File: src/rtl/ring_stop_pkg.sv
// Shared types for the ring stop: which source fills the outgoing slot.
package ring_stop_pkg;
    typedef enum logic [1:0] {
        SLOT_EMPTY  = 2'd0,  // nothing leaves the stop
        SLOT_PASS   = 2'd1,  // foreign ring flit passes through
        SLOT_BOUNCE = 2'd2,  // addressed flit goes around again
        SLOT_LOCAL  = 2'd3   // local injection fills the slot
    } slot_src_e;
endpackage

File: src/rtl/ring_stop_decide.sv
// Slot arbitration for one ring stop.
// Decides, from the current upstream flit, queue fullness and the local
// request, who owns the outgoing slot and whether a flit is ejected.
// Assumes: purely combinational; ring traffic always outranks injection.
module ring_stop_decide
    import ring_stop_pkg::*;
#(
    parameter int ID_W  = 3,
    parameter int MY_ID = 2
) (
    input  logic            ring_valid,
    input  logic [ID_W-1:0] ring_dest,
    input  logic            q_full,
    input  logic            inj_valid,
    output logic            eject,
    output logic            inj_ready,
    output slot_src_e       slot_src
);
    localparam logic [ID_W-1:0] MY_ID_L = ID_W'(MY_ID);

    logic for_me;

    // Choose the slot owner with the ring taking precedence.
    always_comb begin
        for_me    = ring_valid && (ring_dest == MY_ID_L);
        eject     = for_me && !q_full;
        inj_ready = !ring_valid || eject;
        if (ring_valid && !for_me)
            slot_src = SLOT_PASS;
        else if (for_me && q_full)
            slot_src = SLOT_BOUNCE;
        else if (inj_valid)
            slot_src = SLOT_LOCAL;
        else
            slot_src = SLOT_EMPTY;
    end
endmodule

File: src/rtl/ring_stop_slot.sv
// Ring pipeline register for one stop.
// Loads the outgoing slot from the chosen source; a bounced flit gets its
// bounce count raised by one, saturating at all ones.
// Assumes: synchronous active-low reset clears only the valid bit.
module ring_stop_slot
    import ring_stop_pkg::*;
#(
    parameter int ID_W     = 3,
    parameter int DATA_W   = 16,
    parameter int BOUNCE_W = 4
) (
    input  logic                clk,
    input  logic                rst_n,
    input  slot_src_e           slot_src,
    input  logic [ID_W-1:0]     ring_dest,
    input  logic [BOUNCE_W-1:0] ring_bounce,
    input  logic [DATA_W-1:0]   ring_data,
    input  logic [ID_W-1:0]     inj_dest,
    input  logic [DATA_W-1:0]   inj_data,
    output logic                out_valid,
    output logic [ID_W-1:0]     out_dest,
    output logic [BOUNCE_W-1:0] out_bounce,
    output logic [DATA_W-1:0]   out_data
);
    localparam logic [BOUNCE_W-1:0] BOUNCE_MAX = '1;

    logic [BOUNCE_W-1:0] bounce_inc;

    // Saturating increment of the bounce count.
    always_comb begin
        bounce_inc = (ring_bounce == BOUNCE_MAX) ? BOUNCE_MAX : ring_bounce + 1'b1;
    end

    // Valid bit of the slot register.
    always_ff @(posedge clk) begin
        if (!rst_n) out_valid <= 1'b0;
        else        out_valid <= (slot_src != SLOT_EMPTY);
    end

    // Fields of the slot register, loaded from the winning source.
    always_ff @(posedge clk) begin
        case (slot_src)
            SLOT_PASS: begin
                out_dest   <= ring_dest;
                out_bounce <= ring_bounce;
                out_data   <= ring_data;
            end
            SLOT_BOUNCE: begin
                out_dest   <= ring_dest;
                out_bounce <= bounce_inc;
                out_data   <= ring_data;
            end
            SLOT_LOCAL: begin
                out_dest   <= inj_dest;
                out_bounce <= '0;
                out_data   <= inj_data;
            end
            default: ;
        endcase
    end
endmodule

File: src/rtl/ring_stop_fifo.sv
// Receive queue for flits ejected at this stop.
// Circular buffer with a registered full flag; head entry shown on rd_*.
// Assumes: the writer never pushes while full; a pop does not free space
// for a push in the same cycle as seen through the full flag.
module ring_stop_fifo #(
    parameter int WIDTH = 20,
    parameter int DEPTH = 4
) (
    input  logic             clk,
    input  logic             rst_n,
    input  logic             push,
    input  logic [WIDTH-1:0] wr_data,
    output logic             full,
    output logic             rd_valid,
    input  logic             rd_ready,
    output logic [WIDTH-1:0] rd_data
);
    localparam int PTR_W = (DEPTH > 1) ? $clog2(DEPTH) : 1;
    localparam int CNT_W = $clog2(DEPTH + 1);
    localparam logic [PTR_W-1:0] LAST = PTR_W'(DEPTH - 1);
    localparam logic [CNT_W-1:0] FULL_CNT = CNT_W'(DEPTH);

    logic [WIDTH-1:0] mem [DEPTH];
    logic [PTR_W-1:0] wr_ptr, rd_ptr;
    logic [CNT_W-1:0] count;
    logic             do_push, do_pop;

    // Qualify the two handshakes.
    always_comb begin
        do_push = push && !full;
        do_pop  = rd_valid && rd_ready;
    end

    assign full     = (count == FULL_CNT);
    assign rd_valid = (count != '0);
    assign rd_data  = mem[rd_ptr];

    // Storage write.
    always_ff @(posedge clk) begin
        if (do_push) mem[wr_ptr] <= wr_data;
    end

    // Pointer and occupancy update.
    always_ff @(posedge clk) begin
        if (!rst_n) begin
            wr_ptr <= '0;
            rd_ptr <= '0;
            count  <= '0;
        end else begin
            if (do_push) wr_ptr <= (wr_ptr == LAST) ? '0 : wr_ptr + 1'b1;
            if (do_pop)  rd_ptr <= (rd_ptr == LAST) ? '0 : rd_ptr + 1'b1;
            case ({do_push, do_pop})
                2'b10:   count <= count + 1'b1;
                2'b01:   count <= count - 1'b1;
                default: ;
            endcase
        end
    end
endmodule

File: src/rtl/ring_stop.sv
// One stop of a unidirectional ring.
// Forwards foreign flits through a one-cycle slot register, ejects flits
// addressed to MY_ID into a receive queue, bounces them when the queue is
// full, and lets a local source fill slots that would otherwise leave empty.
// Assumes: single clock, synchronous active-low reset.
module ring_stop
    import ring_stop_pkg::*;
#(
    parameter int ID_W      = 3,
    parameter int MY_ID     = 2,
    parameter int DATA_W    = 16,
    parameter int BOUNCE_W  = 4,
    parameter int RXQ_DEPTH = 4
) (
    input  logic                clk,
    input  logic                rst_n,
    input  logic                ring_in_valid,
    input  logic [ID_W-1:0]     ring_in_dest,
    input  logic [BOUNCE_W-1:0] ring_in_bounce,
    input  logic [DATA_W-1:0]   ring_in_data,
    output logic                ring_out_valid,
    output logic [ID_W-1:0]     ring_out_dest,
    output logic [BOUNCE_W-1:0] ring_out_bounce,
    output logic [DATA_W-1:0]   ring_out_data,
    input  logic                inj_valid,
    output logic                inj_ready,
    input  logic [ID_W-1:0]     inj_dest,
    input  logic [DATA_W-1:0]   inj_data,
    output logic                rx_valid,
    input  logic                rx_ready,
    output logic [BOUNCE_W-1:0] rx_bounce,
    output logic [DATA_W-1:0]   rx_data
);
    localparam int ENTRY_W = DATA_W + BOUNCE_W;

    slot_src_e          slot_src;
    logic               q_full;
    logic               q_push;
    logic [ENTRY_W-1:0] q_head;

    ring_stop_decide #(.ID_W(ID_W), .MY_ID(MY_ID)) u_decide (
        .ring_valid (ring_in_valid),
        .ring_dest  (ring_in_dest),
        .q_full     (q_full),
        .inj_valid  (inj_valid),
        .eject      (q_push),
        .inj_ready  (inj_ready),
        .slot_src   (slot_src)
    );

    ring_stop_slot #(.ID_W(ID_W), .DATA_W(DATA_W), .BOUNCE_W(BOUNCE_W)) u_slot (
        .clk         (clk),
        .rst_n       (rst_n),
        .slot_src    (slot_src),
        .ring_dest   (ring_in_dest),
        .ring_bounce (ring_in_bounce),
        .ring_data   (ring_in_data),
        .inj_dest    (inj_dest),
        .inj_data    (inj_data),
        .out_valid   (ring_out_valid),
        .out_dest    (ring_out_dest),
        .out_bounce  (ring_out_bounce),
        .out_data    (ring_out_data)
    );

    ring_stop_fifo #(.WIDTH(ENTRY_W), .DEPTH(RXQ_DEPTH)) u_rxq (
        .clk      (clk),
        .rst_n    (rst_n),
        .push     (q_push),
        .wr_data  ({ring_in_bounce, ring_in_data}),
        .full     (q_full),
        .rd_valid (rx_valid),
        .rd_ready (rx_ready),
        .rd_data  (q_head)
    );

    assign {rx_bounce, rx_data} = q_head;
endmodule

File: config.mk
export PLATFORM = sky130hd
export DESIGN_NAME = ring_stop
export DESIGN_NICKNAME = d
export VERILOG_FILES = /design/src/rtl/ring_stop_pkg.sv /design/src/rtl/ring_stop_decide.sv /design/src/rtl/ring_stop_slot.sv /design/src/rtl/ring_stop_fifo.sv /design/src/rtl/ring_stop.sv
export SDC_FILE = /design/constraint.sdc
export NUM_CORES = 1
export LEC_CHECK = 0
export CAP_MARGIN = 20
export CORE_MARGIN = 3
export CORE_UTILIZATION = 51
export DETAILED_ROUTE_END_ITERATION = 16
export PLACE_DENSITY = 0.91
export SYNTH_ARGS = -nofsm -noshare
export SYNTH_HDL_FRONTEND = slang
export SYNTH_HIERARCHICAL = 1
export SYNTH_SLANG_ARGS = --single-unit
File: constraint.sdc
create_clock -name clk -period 2.6 [get_ports clk]
set_input_delay 0.52 -clock clk [delete_from_list [all_inputs] [get_ports clk]]
set_output_delay 0.52 -clock clk [all_outputs]
set_load 0.02 [all_outputs]
# Word level (Yosys, flattened, before mapping)
# Memory sizes are Yosys's and may differ from the RTL's. A register that Yosys moved wholly into a read port is not among the register bits.
# Index checks and enable logic that the tools add are counted.
# W data, S select, Z words.
# classes
addsub	5
multipliers	0
div	0
order_cmp	0
eq_ne	10
n_shift	0
mux	14
bitwise	0
n_reduce_logical	16
# ops
cell	count
$pmux W16 S2	1
$mux W2	7
$pmux W3 S2	2
$pmux W4 S3	1
$eq A2 B2 Y1 const B	5
$logic_and A1 B1 Y1	6
$reduce_bool A2 Y1	3
$reduce_bool A3 Y1	2
$add A2 B1 Y2 const B	2
$add A4 B1 Y4 const B	1
$eq A2 B1 Y1 const B	2
$eq A4 B4 Y1 const B	1
$mux W4	1
$add A3 B1 Y3 const B	1
$eq A3 B2 Y1 const B	1
$eq A3 B3 Y1 const B	1
$logic_not A1 Y1	3
$sub A3 B1 Y3 const B	1
$mux W1	2
$reduce_or A2 Y1	1
$logic_or A1 B1 Y1	1
# word_totals
regBits	31
latchBits	0
ramBits	80
romBits	0
inputBits	47
mem_count	1
# mem_list
name	depth	width	read_ports	rd_clocked_by_memory_dff	write_ports	line_no	text
u_rxq.mem	4	20	1	1	1	ring_stop_fifo.sv:23	logic [WIDTH-1:0] mem [DEPTH];

# Longest topological paths before layout
# Gate-level depths: netlist of the first run.
# depth
ltp_word	8
ltp_mapped	11
ltp_nobuf	10

# Cells and area by module
# Netlist of the first run, hierarchy kept.
# by_module_without_submodules
mod	n_inst	cells_each	area_per_inst_um2	seq_area_each_um2
ring_stop_fifo	1	160	3392.0	2582.5
ring_stop_slot	1	65	1149.9	710.7
ring_stop_decide	1	7	46.3	0.0

# Worst setup path after synthesis of the first run
# No wires, ideal clock.
# synth_path
path_kind	input-to-reg
from	input ring_in_dest[2]
to	register u_rxq.count[2]
setup_ns	0.076
arrival_time_ns	2.316
required_ns	2.524
path_slack_ns	0.208
cell_stages	11
path_cell_list	or3b_4 nor3b_1 nor2b_1 buf_6 inv_1 ha_1 inv_1 fa_1 xor2_1 or3_1 a21boi_0
# synth_between
elab_chain_cells	6
word_cells_on_any_way	8
# synth_rtl
element	line_no	text
start: declaration	ring_stop.sv:18	input logic [ID_W-1:0] ring_in_dest,
$eq A3 B2 Y1 *	ring_stop_decide.sv:25	for_me = ring_valid && (ring_dest == MY_ID_L);
$logic_and A1 B1 Y1 *	ring_stop_decide.sv:25	
$logic_and A1 B1 Y1 *	ring_stop_decide.sv:26	eject = for_me && !q_full;
named net q_push	ring_stop.sv:38	logic q_push;
$logic_and A1 B1 Y1 *	ring_stop_fifo.sv:30	do_push = push && !full;
$eq A2 B1 Y1 / $eq A2 B2 Y1 (equally long branches)	ring_stop_fifo.sv:52	case ({do_push, do_pop})
$pmux W3 S2 / $reduce_bool A2 Y1 (equally long branches)	--	
end signal: assignment	ring_stop_fifo.sv:53	2'b10: count <= count + 1'b1;
end signal: assignment	ring_stop_fifo.sv:54	2'b01: count <= count - 1'b1;
end: declaration	ring_stop_fifo.sv:25	logic [CNT_W-1:0] count;
# The timed path passes the listed nets; every way through them passes the cells marked *.
# A chain may end at the register's enable or synchronous reset.

# Worst setup path after layout of the first run
# layout_path
from	input ring_in_dest[1]
to	output inj_ready
# layout_between
elab_chain_cells	4
# layout_rtl
element	line_no	text
$eq A3 B2 Y1	ring_stop_decide.sv:25	
$logic_and A1 B1 Y1	ring_stop_decide.sv:25	
$logic_and A1 B1 Y1	ring_stop_decide.sv:26	
$logic_or A1 B1 Y1	ring_stop_decide.sv:27	inj_ready = !ring_valid || eject;
end: declaration	ring_stop.sv:26	output logic inj_ready,
# No other way between the ends.

==> results of run 1 <==
==> tightest hold or removal path, delay by kind of cell, from the launching register on <==
family	cells	cell delay (ns)
AND/OR/NAND/NOR	1	0.07
flip-flops	1	0.36
multiplexers	1	0.05
==> logic make-up (layout without fill, tap and decap cells) <==
logic type / after synthesis / after routing / synth area share
compound gates: 17 / 17 / 0.02291
xor+xnor: 2 / 2 / 0.003819
fa+ha+maj: 8 / 8 / 0.02345
buf+inv: 17 / 157 / 0.02345
flops: 113 / 113 / 0.7178
mux: 43 / 43 / 0.1696
simple gates: 32 / 32 / 0.03900
==> metal layers <==
layer	part of all wire	up-vias	GRT usage
li1	-	1170	-
met1	0.38	1330	0.2350
met2	0.53	130	0.3701
met3	0.073	23	0.07128
met4	0.022	0	0.09326
met5	0	-	0
==> registers in the layout (all words and copies together) (netlist names), named ones only <==
register           count
u_slot/out_valid       1
u_slot/out_dest        3
u_slot/out_data       16
u_rxq/wr_ptr           2
u_slot/out_bounce      4
u_rxq/mem             80
u_rxq/count            3
u_rxq/rd_ptr           2
==> how the worst max path moves through the flow <==
stage                     endpoint  cells after the start  slack, ns             from
CTS                   rx_bounce[2]                      2       0.03        flip-flop
detailed placement  u_rxq/count[2]                     11      -0.36  ring_in_dest[1]
global route             inj_ready                      5      0.003  ring_in_dest[1]
floorplan           u_rxq/count[2]                     11       0.21  ring_in_dest[2]
finish                   inj_ready                      5       0.07  ring_in_dest[1]
global placement    u_rxq/count[2]                     11      -0.19  ring_in_dest[1]
==> power by group <==
part           switching, mW  internal (mW)
sequential            0.0270           2.05
combinational          0.251          0.297
clock                  0.713           1.34
==> area by class of cell <==
class	instances	share of cell area
Multi-Input combinational cell	102	0.1868
Sequential cell	113	0.5188
Clock buffer	24	0.06930
Tap cell	105	0.02067
Clock inverter	8	0.01378
Timing Repair Buffer	117	0.1859
Inverter	8	0.004725
==> layout by cell type (no fill, tap or decap), types with 2 or more instances in the layout <==
cell type	n
a21oi_1	6
nand2_1	9
clkdlybuf4s50_1	74
edfxtp_1	103
dlygate4sd2_1	16
clkbuf_1	7
or3_1	2
o21ai_0	6
mux2_2	2
nor2_1	3
nand3_1	4
buf_12	7
mux2i_1	2
ha_1	7
mux4_2	20
clkbuf_16	16
clkinv_1	2
clkinv_2	4
bufinv_16	2
and2_1	7
mux2_4	19
buf_4	17
inv_1	8
dfxtp_1	9
==> what timing repair did <==
action / 4_1_cts / 5_1_grt
setup endpoints to repair: 19 / 2
gates resized for setup: 19 / 3
hold endpoints to repair: 0 / 0
==> per-stage QoR <==
step / utilization / cells / setup TNS, ns / power (mW) / worst slack, ns
finish: 0.7508 / 477 / 0 / 4.680 / 0.06671
global placement: 0.6899 / 445 / -1.371 / 2.649 / -0.1874
global route: 0.7508 / 477 / 0 / 4.837 / 0.002502
detailed placement: 0.6899 / 445 / -6.693 / 2.670 / -0.3569
floorplan: - / 232 / 0 / 2.380 / 0.2083
CTS: 0.7505 / 477 / 0 / 4.724 / 0.02923
==> summary.md, run 1 <==
| Metric | Value |
|---|---|
| Status | `finished clean` |
| Clock transition at path regs | `0.06 ns` |
| Port bufs | `92` |
| Final setup viols | `0` |
| Tightest Hold Check Type | `flip-flop to flip-flop` |
| Placeable Area | `8464 um2` |
| Slew margin rel. | `0.7270` |
| Worst IR Drop VDD | `505.7 uV` |
| Cells after Synth | `232` |
| Critical path class | `input port to primary output` |
| RSZ-0062 raised after global routing | `false` |
| Multi-input combinational cell area | `1187 um2` |
| Crit path required time | `2.08 ns` |
| Largest net degree at the start of global routing | `21` |
| Final Hold Viols | `0` |
| DIE AREA | `10170 um2` |
| Post-synthesis average cell area | `19.78 um2` |
| Final ANT Viol Nets | `0` |
| Post-layout min period | `2.533 ns` |
| Area grow syn2layout | `38.51%` |
| Worst R2R Path Depth | `10` |
| Via density | `5.562` |
| Area contributors post-synth | `edfxtp_1, mux4_2, mux2_4` |
| Pre-antenna DRT Iters | `4` |
| Die Height | `100.9 um` |
| Seq/Total Area, Yosys | `0.7178` |
| Top-count cell post-synth | `edfxtp_1` |
| Total GRT Usage | `0.2122` |
| Fraction of layout instances using a drive strength above 1 | `0.2554` |
| Grt total ovfl | `0` |
| Max Fclk | `394.7 MHz` |
| CTS Buf Count | `17` |
| CP top delay family | `buffers and inverters` |
| Final hold slack | `0.5368 ns` |
| Worst Tran Pin Value | `0.4082 ns` |
| Initial Utilization | `0.5421` |
| CP max stage cell | `clkdlybuf4s50_1` |
| Max Cap Viol | `0` |
| Row cnt | `33` |
| Clock Skews | `0.01436 ns` |
| Initial antenna violation count | `0` |
| CTS Sinks | `113` |
| Synth cell types | `34` |
| Share of the synthesized area in the top cell type | `0.6741` |
| DR iter-0 viols | `111` |
| CP max stage delay | `0.48 ns` |
| Vias in the first global route | `2947` |
| Main synth FF type | `edfxtp_1` |
| Leak | `2.313 nW` |
| First-pass GRT wire length | `15510 um` |
| Avg WL per Cell | `21.10 um` |
| Final worst path period share | `0.9743` |
| Mapped Area | `4588 um2` |
| WHS Endpoint | `u_rxq/wr_ptr[0]` |
| Gp weighted congestion | `0.7285` |
| FILL cells | `499` |
| Cell chain of the critical path | `clkdlybuf4s50_1 > or3b_4 > buf_4 > o21ai_0 > dlygate4sd1_1` |
| CP Launch Type | `input port` |
| Cell taking the most area after synthesis | `edfxtp_1` |
| Io pins | `93` |
| Post-CTS setup buffer count | `0` |
| Htree depth | `4` |
| Clk Latency, worst-skew pair | `0.50 ns` |
| Pwr/cell area | `736.4 nW/um2` |
| Reg2reg start | `u_rxq/count[2]` |
| NumNets Final | `414` |
| Final wirelength | `10070 um` |
| Mapped Nets | `287` |
| Hold Startpoint | `u_rxq/wr_ptr[0]` |
| Clk buf depth | `2` |
| Flops & latches, synth | `113` |
| CTS tree | `yes` |
| Post-route design area | `6355 um2` |
| Final Max Tran Viols | `0` |
| Reg2Reg Capture Point | `u_rxq/count[2]` |
| CTS Root Cell | `clkbuf_8` |
| Post-synth EDFFs | `103` |
| Top cells by count, synth | `edfxtp_1, mux4_2, mux2_4` |
| Post-DP HPWL | `6479 um` |
| Hold buffer count at CTS | `0` |
| Antenna fix cells | `0` |
| Sequential cell area | `3297 um2` |
| Crit path DAT | `2.01 ns` |
| Endpoint type of the worst setup path | `primary output` |
| YS warnings | `6` |
| R2r setup slk | `0.20 ns` |
| DRC viols | `0` |
| Worst Path Max Fanout | `3` |
| Worst hold stages | `2` |
| CP bufs+invs | `3` |
| Detailed-route via count | `2653` |
| Area post-placement | `5839 um2` |
| Asr flop ratio synth | `0` |
| Die width | `100.9 um` |
No activity file was read; power rests on OpenSTA's default activity.
==> run 2: changes to the inputs <==
- CAP_MARGIN: 20 -> 25
==> results of run 2 <==
Same layout as run 1: the final DEF is identical, and so are final timing and power.
